## src/rtl/apbbr_pkg.sv

```systemverilog
package apbbr_pkg;

    localparam int BR_ADDR_W = 32;
    localparam int BR_DATA_W = 32;

    typedef enum logic [1:0] {
        TR_IDLE   = 2'b00,
        TR_BUSY   = 2'b01,
        TR_NONSEQ = 2'b10,
        TR_SEQ    = 2'b11
    } trans_e;

    typedef enum logic [1:0] {
        PH_IDLE,
        PH_DECODE,
        PH_SETUP,
        PH_ACCESS
    } phase_e;

    typedef struct packed {
        logic [BR_ADDR_W-1:0] addr;
        logic                 write;
    } req_t;

    function automatic logic is_active(input logic [1:0] tr);
        return (tr == TR_NONSEQ) || (tr == TR_SEQ);
    endfunction

endpackage

```

## src/rtl/br_req_latch.sv

```systemverilog
module br_req_latch
    import apbbr_pkg::*;
(
    input  logic                 clk,
    input  logic                 rst,
    input  logic                 take_req,
    input  req_t                 req_in,
    input  logic                 take_data,
    input  logic [BR_DATA_W-1:0] data_in,
    output req_t                 req_q,
    output logic [BR_DATA_W-1:0] data_q
);
    always_ff @(posedge clk) begin
        if (rst) begin
            req_q  <= '0;
            data_q <= '0;
        end else begin
            if (take_req)
                req_q <= req_in;
            if (take_data)
                data_q <= data_in;
        end
    end
endmodule

```

## src/rtl/br_sel_decode.sv

```systemverilog
module br_sel_decode
    import apbbr_pkg::*;
#(
    parameter int NUM_SEL = 4,
    parameter int SEL_LSB = 12
) (
    input  logic [BR_ADDR_W-1:0] addr,
    output logic [NUM_SEL-1:0]   onehot
);
    localparam int SEL_W = (NUM_SEL > 1) ? $clog2(NUM_SEL) : 1;

    logic [SEL_W-1:0] code;
    assign code = addr[SEL_LSB +: SEL_W];

    for (genvar i = 0; i < NUM_SEL; i++) begin : g_line
        assign onehot[i] = (code == SEL_W'(i));
    end
endmodule

```

## src/rtl/br_apb_seq.sv

```systemverilog
module br_apb_seq
    import apbbr_pkg::*;
(
    input  logic   clk,
    input  logic   rst,
    input  logic   take,
    output phase_e phase,
    output logic   ready
);
    phase_e nxt;

    always_comb begin
        nxt = phase;
        unique case (phase)
            PH_IDLE:   if (take) nxt = PH_DECODE;
            PH_DECODE: nxt = PH_SETUP;
            PH_SETUP:  nxt = PH_ACCESS;
            PH_ACCESS: nxt = take ? PH_DECODE : PH_IDLE;
            default:   nxt = PH_IDLE;
        endcase
    end

    always_ff @(posedge clk) begin
        if (rst) phase <= PH_IDLE;
        else     phase <= nxt;
    end

    assign ready = (phase == PH_IDLE) || (phase == PH_ACCESS);
endmodule

```

## src/rtl/ahb_apb_bridge.sv

```systemverilog
module ahb_apb_bridge
    import apbbr_pkg::*;
#(
    parameter int NUM_SEL = 4,
    parameter int SEL_LSB = 12
) (
    input  logic                 clk,
    input  logic                 rst,
    input  logic                 ahb_sel,
    input  logic [BR_ADDR_W-1:0] ahb_addr,
    input  logic [1:0]           ahb_trans,
    input  logic                 ahb_write,
    input  logic [BR_DATA_W-1:0] ahb_wdata,
    input  logic                 ahb_ready_in,
    output logic                 ahb_ready_out,
    output logic [BR_DATA_W-1:0] ahb_rdata,
    output logic [NUM_SEL-1:0]   apb_sel,
    output logic                 apb_en,
    output logic [BR_ADDR_W-1:0] apb_addr,
    output logic                 apb_write,
    output logic [BR_DATA_W-1:0] apb_wdata,
    input  logic [BR_DATA_W-1:0] apb_rdata
);
    phase_e             phase;
    logic               ready_int;
    logic               take;
    req_t               req_in;
    req_t               req_q;
    logic [NUM_SEL-1:0] sel_dec;

    assign take   = ahb_sel && is_active(ahb_trans) && ahb_ready_in && ready_int;
    assign req_in = '{addr: ahb_addr, write: ahb_write};

    br_apb_seq u_seq (
        .clk   (clk),
        .rst   (rst),
        .take  (take),
        .phase (phase),
        .ready (ready_int)
    );

    br_req_latch u_latch (
        .clk       (clk),
        .rst       (rst),
        .take_req  (take),
        .req_in    (req_in),
        .take_data (phase == PH_DECODE),
        .data_in   (ahb_wdata),
        .req_q     (req_q),
        .data_q    (apb_wdata)
    );

    br_sel_decode #(.NUM_SEL(NUM_SEL), .SEL_LSB(SEL_LSB)) u_dec (
        .addr   (req_q.addr),
        .onehot (sel_dec)
    );

    assign ahb_ready_out = ready_int;
    assign apb_sel   = (phase == PH_SETUP || phase == PH_ACCESS) ? sel_dec : '0;
    assign apb_en    = (phase == PH_ACCESS);
    assign apb_addr  = req_q.addr;
    assign apb_write = req_q.write;
    assign ahb_rdata = (phase == PH_ACCESS) ? apb_rdata : '0;

    // R1 state right after reset
    p_reset_idle_r1: assert property (@(posedge clk)
        rst |=> (ahb_ready_out && apb_sel == '0 && !apb_en));

    // R2 decode cycle follows acceptance
    p_decode_wait_r2: assert property (@(posedge clk) disable iff (rst)
        (ahb_sel && is_active(ahb_trans) && ahb_ready_in && ahb_ready_out)
        |=> (!ahb_ready_out && apb_sel == '0));

    // R3 select is one-hot or idle
    p_sel_onehot_r3: assert property (@(posedge clk) disable iff (rst)
        $onehot0(apb_sel));

    // R4 setup is always followed by access with the same select
    p_setup_access_r4: assert property (@(posedge clk) disable iff (rst)
        (apb_sel != '0 && !apb_en) |=> (apb_en && $stable(apb_sel) && ahb_ready_out));

    // R4 enable never without a select
    p_en_has_sel_r4: assert property (@(posedge clk) disable iff (rst)
        apb_en |-> (apb_sel != '0));

    // R10 and R6 address, direction and write data held into access
    p_hold_fields_r10: assert property (@(posedge clk) disable iff (rst)
        (apb_sel != '0 && !apb_en)
        |=> ($stable(apb_addr) && $stable(apb_write) && $stable(apb_wdata)));

    // R8 non-transfers in an idle bridge raise no select
    p_no_start_r8: assert property (@(posedge clk) disable iff (rst)
        (ahb_ready_out && !apb_en && !(ahb_sel && is_active(ahb_trans)))
        |=> (apb_sel == '0 && ahb_ready_out));
endmodule

```

## config.mk

```make
export PLATFORM = sky130hd
export DESIGN_NAME = ahb_apb_bridge
export DESIGN_NICKNAME = d
export VERILOG_FILES = /design/src/rtl/apbbr_pkg.sv /design/src/rtl/br_req_latch.sv /design/src/rtl/br_sel_decode.sv /design/src/rtl/br_apb_seq.sv /design/src/rtl/ahb_apb_bridge.sv
export SDC_FILE = /design/constraint.sdc
export NUM_CORES = 1
export LEC_CHECK = 0
export CAP_MARGIN = 10
export CORE_AREA = 2 2 110 112
export CTS_CLUSTER_DIAMETER = 120
export CTS_CLUSTER_SIZE = 40
export DETAILED_ROUTE_END_ITERATION = 7
export DIE_AREA = 0 0 112 114
export SLEW_MARGIN = 30
export SYNTH_ARGS = -nofsm -noshare
export SYNTH_HDL_FRONTEND = slang
export SYNTH_HIERARCHICAL = 1
export SYNTH_SLANG_ARGS = --single-unit
```

## constraint.sdc

```tcl
create_clock -name clk -period 2.6 [get_ports clk]
set_clock_uncertainty 0.2 [all_clocks]
set_input_delay 0.65 -clock clk [delete_from_list [all_inputs] [get_ports clk]]
set_output_delay 0.65 -clock clk [all_outputs]
set_load 0.02 [all_outputs]
```

## Word-level counts from Yosys, hierarchy flattened

Cells that the tools add are included.

| word-level totals | value |
|---|---|
| register bits after elaboration | 67 |
| logic and storage cells | 26 |
| bits of input ports | 103 |

| operators by class | value |
|---|---|
| mux-type cells | 5 |
| reduce and logical (&&, ||, !) cells | 8 |
| equality and inequality tests | 9 |

Operators with widths:

| kind | number |
|---|---|
| two-way mux 32 bit | 1 |
| == test 2 bit (second input constant) | 6 |
| one-hot mux 2 bit (4 select lines) | 1 |
| == test 2 x 1 -> 1 bit (second input constant) | 2 |
| zero test 2 bit | 2 |
| two-way mux 4 bit | 1 |
| logical AND 1 bit | 3 |
| logical OR 1 bit | 3 |
| two-way mux 2 bit | 1 |
| inequality test 2 x 1 -> 1 bit (second input constant) | 1 |
| two-way mux 1 bit | 1 |

## Logic depth before layout (Yosys ltp)

| depth | value |
|---|---|
| word-level depth | 7 |
| gate-level depth with buffers | 8 |
| depth with buffers taken out | 7 |

## Hierarchy

Netlist, hierarchy kept.

Modules (own cells, without submodules):

| module | area an instance (um^2) | cells an instance | times used |
|---|---|---|---|
| br_req_latch | 2357.3 | 210 | 1 |
| ahb_apb_bridge | 296.5 | 46 | 1 |
| br_apb_seq | 130.1 | 14 | 1 |
| br_sel_decode | 26.3 | 4 | 1 |

## Worst setup path after synthesis

OpenSTA, ideal clock, no wires.

| timing | value |
|---|---|
| path type | register to register |
| start | register u_seq.phase[0] |
| end | register, netlist name u_latch/req_q[10] |
| slack | 0.562 ns |
| data required time | 2.283 ns |
| arrival | 1.721 ns |
| stages on the path, launching flop included | 9 |
| cells stage by stage | dfxtp_1 > inv_1 > ha_1 > inv_1 > and4_1 > buf_6 > buf_12 > mux2i_1 > nor2_1 |

| on the way | value |
|---|---|
| word-level cells in the longest chain between the ends | 3 |
| elaborated cells on any way between the ends | 4 |
| those cells by class | 1 x eq/ne; 3 x reduce/logical |

Ends and longest elaborated chain:

| what | RTL line | text |
|---|---|---|
| start, declared | br_apb_seq.sv:7 | `output phase_e phase,` |
| start signal, assigned | br_apb_seq.sv:25 | `else phase <= nxt;` |
| == test 2 bit or zero test 2 bit (tied branches) | br_apb_seq.sv:28 | `assign ready = (phase == PH_IDLE) \|\| (phase == PH_ACCESS);` |
| logical OR 1 bit * | br_apb_seq.sv:28 |  |
| via ahb_ready_out | ahb_apb_bridge.sv:15 | `output logic ahb_ready_out,` |
| logical AND 1 bit * | ahb_apb_bridge.sv:31 | `assign take = ahb_sel && is_active(ahb_trans) && ahb_ready_in && ready_int;` |
| via take | ahb_apb_bridge.sv:26 | `logic take;` |

Mark *: on every way through the listed nets, which the timed path passes. The rest lies on a longest branch.
A chain may end at the register's enable or synchronous reset.

## Worst setup path in the final report

| timing | value |
|---|---|
| start | register u_seq.phase[1] |
| end | output port apb_sel[2] |

| on the way | value |
|---|---|
| word-level cells in the longest chain between the ends | 3 |
| elaborated cells on any way between the ends | 4 |
| those cells by class | 2 x eq/ne; 1 x mux; 1 x reduce/logical |

Ends and longest elaborated chain:

| what | RTL line | text |
|---|---|---|
| == test 2 bit | ahb_apb_bridge.sv:59 | `assign apb_sel = (phase == PH_SETUP \|\| phase == PH_ACCESS) ? sel_dec : '0;` |
| logical OR 1 bit * | ahb_apb_bridge.sv:59 |  |
| two-way mux 4 bit * | ahb_apb_bridge.sv:59 |  |
| end, declared | ahb_apb_bridge.sv:17 | `output logic [NUM_SEL-1:0] apb_sel,` |

Mark *: on every way between the ends. The rest lies on a longest branch, timed or not.

==> results.md <==
* Sequential area share after synthesis at 0.477
* Setup Crit Path Kind: reg -> out
* Chip height at 114 um
* Post-synth cell types at 22
* Syn nets at 380
* DP HPWL at 5.98 mm
* Post-synth ARST share at 0
* # rows at 40
* Most frequent cells in the layout: clkdlybuf4s50_1 (170), nor2_1 (67), dfxtp_1 (67)
* Clock Sinks at 67
* Crit path largest cell delay at 0.61 ns
* Outcome: complete, no violations
* Yosys top cell by area: dfxtp_1
* Peak supply drop at 484 uV
* Cell Pwr Density at 779 nW/um2
* Total grt overflow at 0
* Adder-Cell Fraction of Synth Area at 0.0134
* Compound-Gate Fraction of Synth Area at 0.00757
* Setup-failing EPs final at 0
* Final Net Count at 580
* Share of the synthesized area in the top cell type at 0.477
* Post_cts resized at 34
* CTS tree: yes
* Synth area leaders: dfxtp_1 (48%), mux2i_1 (24%), nor2_1 (8.9%)
* WP depth at 3
* Cell with the largest stage delay on the worst path: clkdlybuf4s50_1
* Num CTS Buffers at 9
* Largest net degree at the start of global routing at 68
* Setup bufs post-CTS at 0
* Global-route usage over all layers at 0.128
* Worst r2r path cells at 7
* Area Overhead vs Synth at 85.3%
* CTS Buffer Depth at 2
* Post-layout util at 0.445
* DRC Markers at 0
* Slew HR at 0.678
* CP bufs+invs at 2
* Drt pass-1 iters at 4
* Core Area at 11,700 um2
* Routed WL per cell at 13.1 um
* First-pass GRT wire length at 13.3 mm
* Post-synth EDFFs at 0
* Largest family of logic cells by synthesized area: multiplexers
* Crit path DAT at 1.65 ns
* Yosys warnings at 6
* Syn Std Cell Area at 2810 um2
* Unrepaired setup endpoints after global routing: no
* Worst slew pin tran at 0.481 ns
* Crit share post-route at 0.960
* Min cycle time layout at 2.50 ns
* Syn avg cell area at 10.3 um2
* Pre-CTS setup slack at -0.122 ns
* N_diodes at 0
* Port Buffer Count at 204
* Starting density of the core at 0.240
* Slew Limit Fails at 0
* Mux contribution to synthesized area at 0.235
* Full die area at 12,800 um2
* Max_cap viols at 0
* Post-synthesis simple-gate area fraction at 0.187
* Worst min-delay path class: reg -> reg
* Fin Hold WS at 0.291 ns
* Placer Congestion at 0.744
* Synthesized instance count at 274
* Share of layout cells above drive strength 1 at 0.0564
* Vias per cell at 4.23
* Commonest non-fill, non-tap cell in the layout: clkdlybuf4s50_1
* Post-synthesis register bit count at 67
* DRT antenna net count at 0
* DRT iter0 DRCs at 87
* Top delay family on crit path: buffers and inverters
* Max Fanout on Critical Path at 41
* Primary FF master, synth: dfxtp_1
* Clock Pin Slew Worst Setup and Hold Paths at 0.06 ns
* Leak at 2.20 nW
* R2R Setup Slk at 0.49 ns
* Vias in the first global route at 2,737
* CP endpoint kind: primary output
* Chip Width at 112 um
* Hold depth at 2
* Fmax at 0.400 GHz
* Worst setup SP type: flip-flop
* Final Power at 0.00406 W
* Hold_buf cts at 0
* Final hold vios at 0
* H-tree depth at 3
* Root Buffer: clkbuf_16
* Setup slack after layout at 0.103 ns
* Data required, critical path at 1.75 ns
* Top Ports at 206
* Via Count at 2,650
* Total wire length at 8.22 mm
* Post-synthesis xor/xnor area fraction at 0
* Worst skew pair latency at 0.32 ns
* Initial antenna violation count at 0
* CP Cell Sequence: buf_8 -> and2_1 -> clkdlybuf4s50_1
-- state kept, by name, summed over array words and instances (netlist names) --
name / count
u_latch/req_q: 33
u_seq/phase: 2
u_latch/data_q: 32
-- kinds of logic after synthesis --
group / after synthesis
AO/OA/AOI/OAI: 3
adder cells (fa/ha/maj): 3
buffers and inverters: 25
flip-flops: 67
multiplexers: 66
AND/OR/NAND/NOR: 110
-- cell usage after synthesis, types with 2 or more instances --
| library cell | instances |
|---|---|
| buf_6 | 4 |
| ha_1 | 3 |
| nor2b_1 | 2 |
| and2_1 | 5 |
| mux2i_1 | 66 |
| inv_1 | 3 |
| nor2_1 | 67 |
| buf_12 | 3 |
| dfxtp_1 | 67 |
| buf_2 | 9 |
| buf_8 | 3 |
| and3_1 | 32 |
-- per-stage QoR --
stage / instances / TNS [ns] / instance area [um2]
2_1_floorplan: 274 / 0 / 2810
3_3_place_gp: 610 / -3.04 / 4920
3_5_place_dp: 610 / -3.25 / 4920
4_1_cts: 626 / 0 / 5200
5_1_grt: 626 / 0 / 5210
6_report: 626 / 0 / 5210
-- path summary, 6_finish.rpt --
kind / startpoint / to
max: u_seq/phase[1]$_SDFFE_PP0P_ / apb_sel[2]
min reg2reg: u_latch/data_q[15]$_SDFFE_PP0P_ / u_latch/data_q[15]$_SDFFE_PP0P_
max reg2reg: u_seq/phase[0]$_SDFFE_PP0P_ / u_seq/phase[0]$_SDFFE_PP0P_
min: u_latch/data_q[15]$_SDFFE_PP0P_ / u_latch/data_q[15]$_SDFFE_PP0P_
-- where the power goes --
group,internal [W],switching [W],leakage (nW)
Combinational,0.000754,0.000746,1.50
Sequential,0.00118,0.0000785,0.545
Clock,0.000841,0.000457,0.149
Total,0.00278,0.00128,2.20
-- tightest hold or removal path: stages (launching register included) --
cell     delay (ns)
dfxtp_1        0.32
mux2i_1        0.06
nor2_1         0.07
-- cell type report --
type | instances | area [um2]
sequential | 67 | 1340
clock buffer | 10 | 229
clock inverter | 6 | 88.8
tap | 147 | 184
fill | 1132 | 6500
multi-input combinational | 182 | 1250
timing repair buffer | 211 | 2100
inverter | 3 | 11.3
-- metal layers --
metal,up-vias,track usage,part of all wire
met3,8,0.0643,0.11
met1,1197,0.146,0.40
met5,-,0,0
met2,125,0.211,0.47
met4,0,0.0390,0.011
li1,1320,-,-
Power figures use the tool's default switching activity.
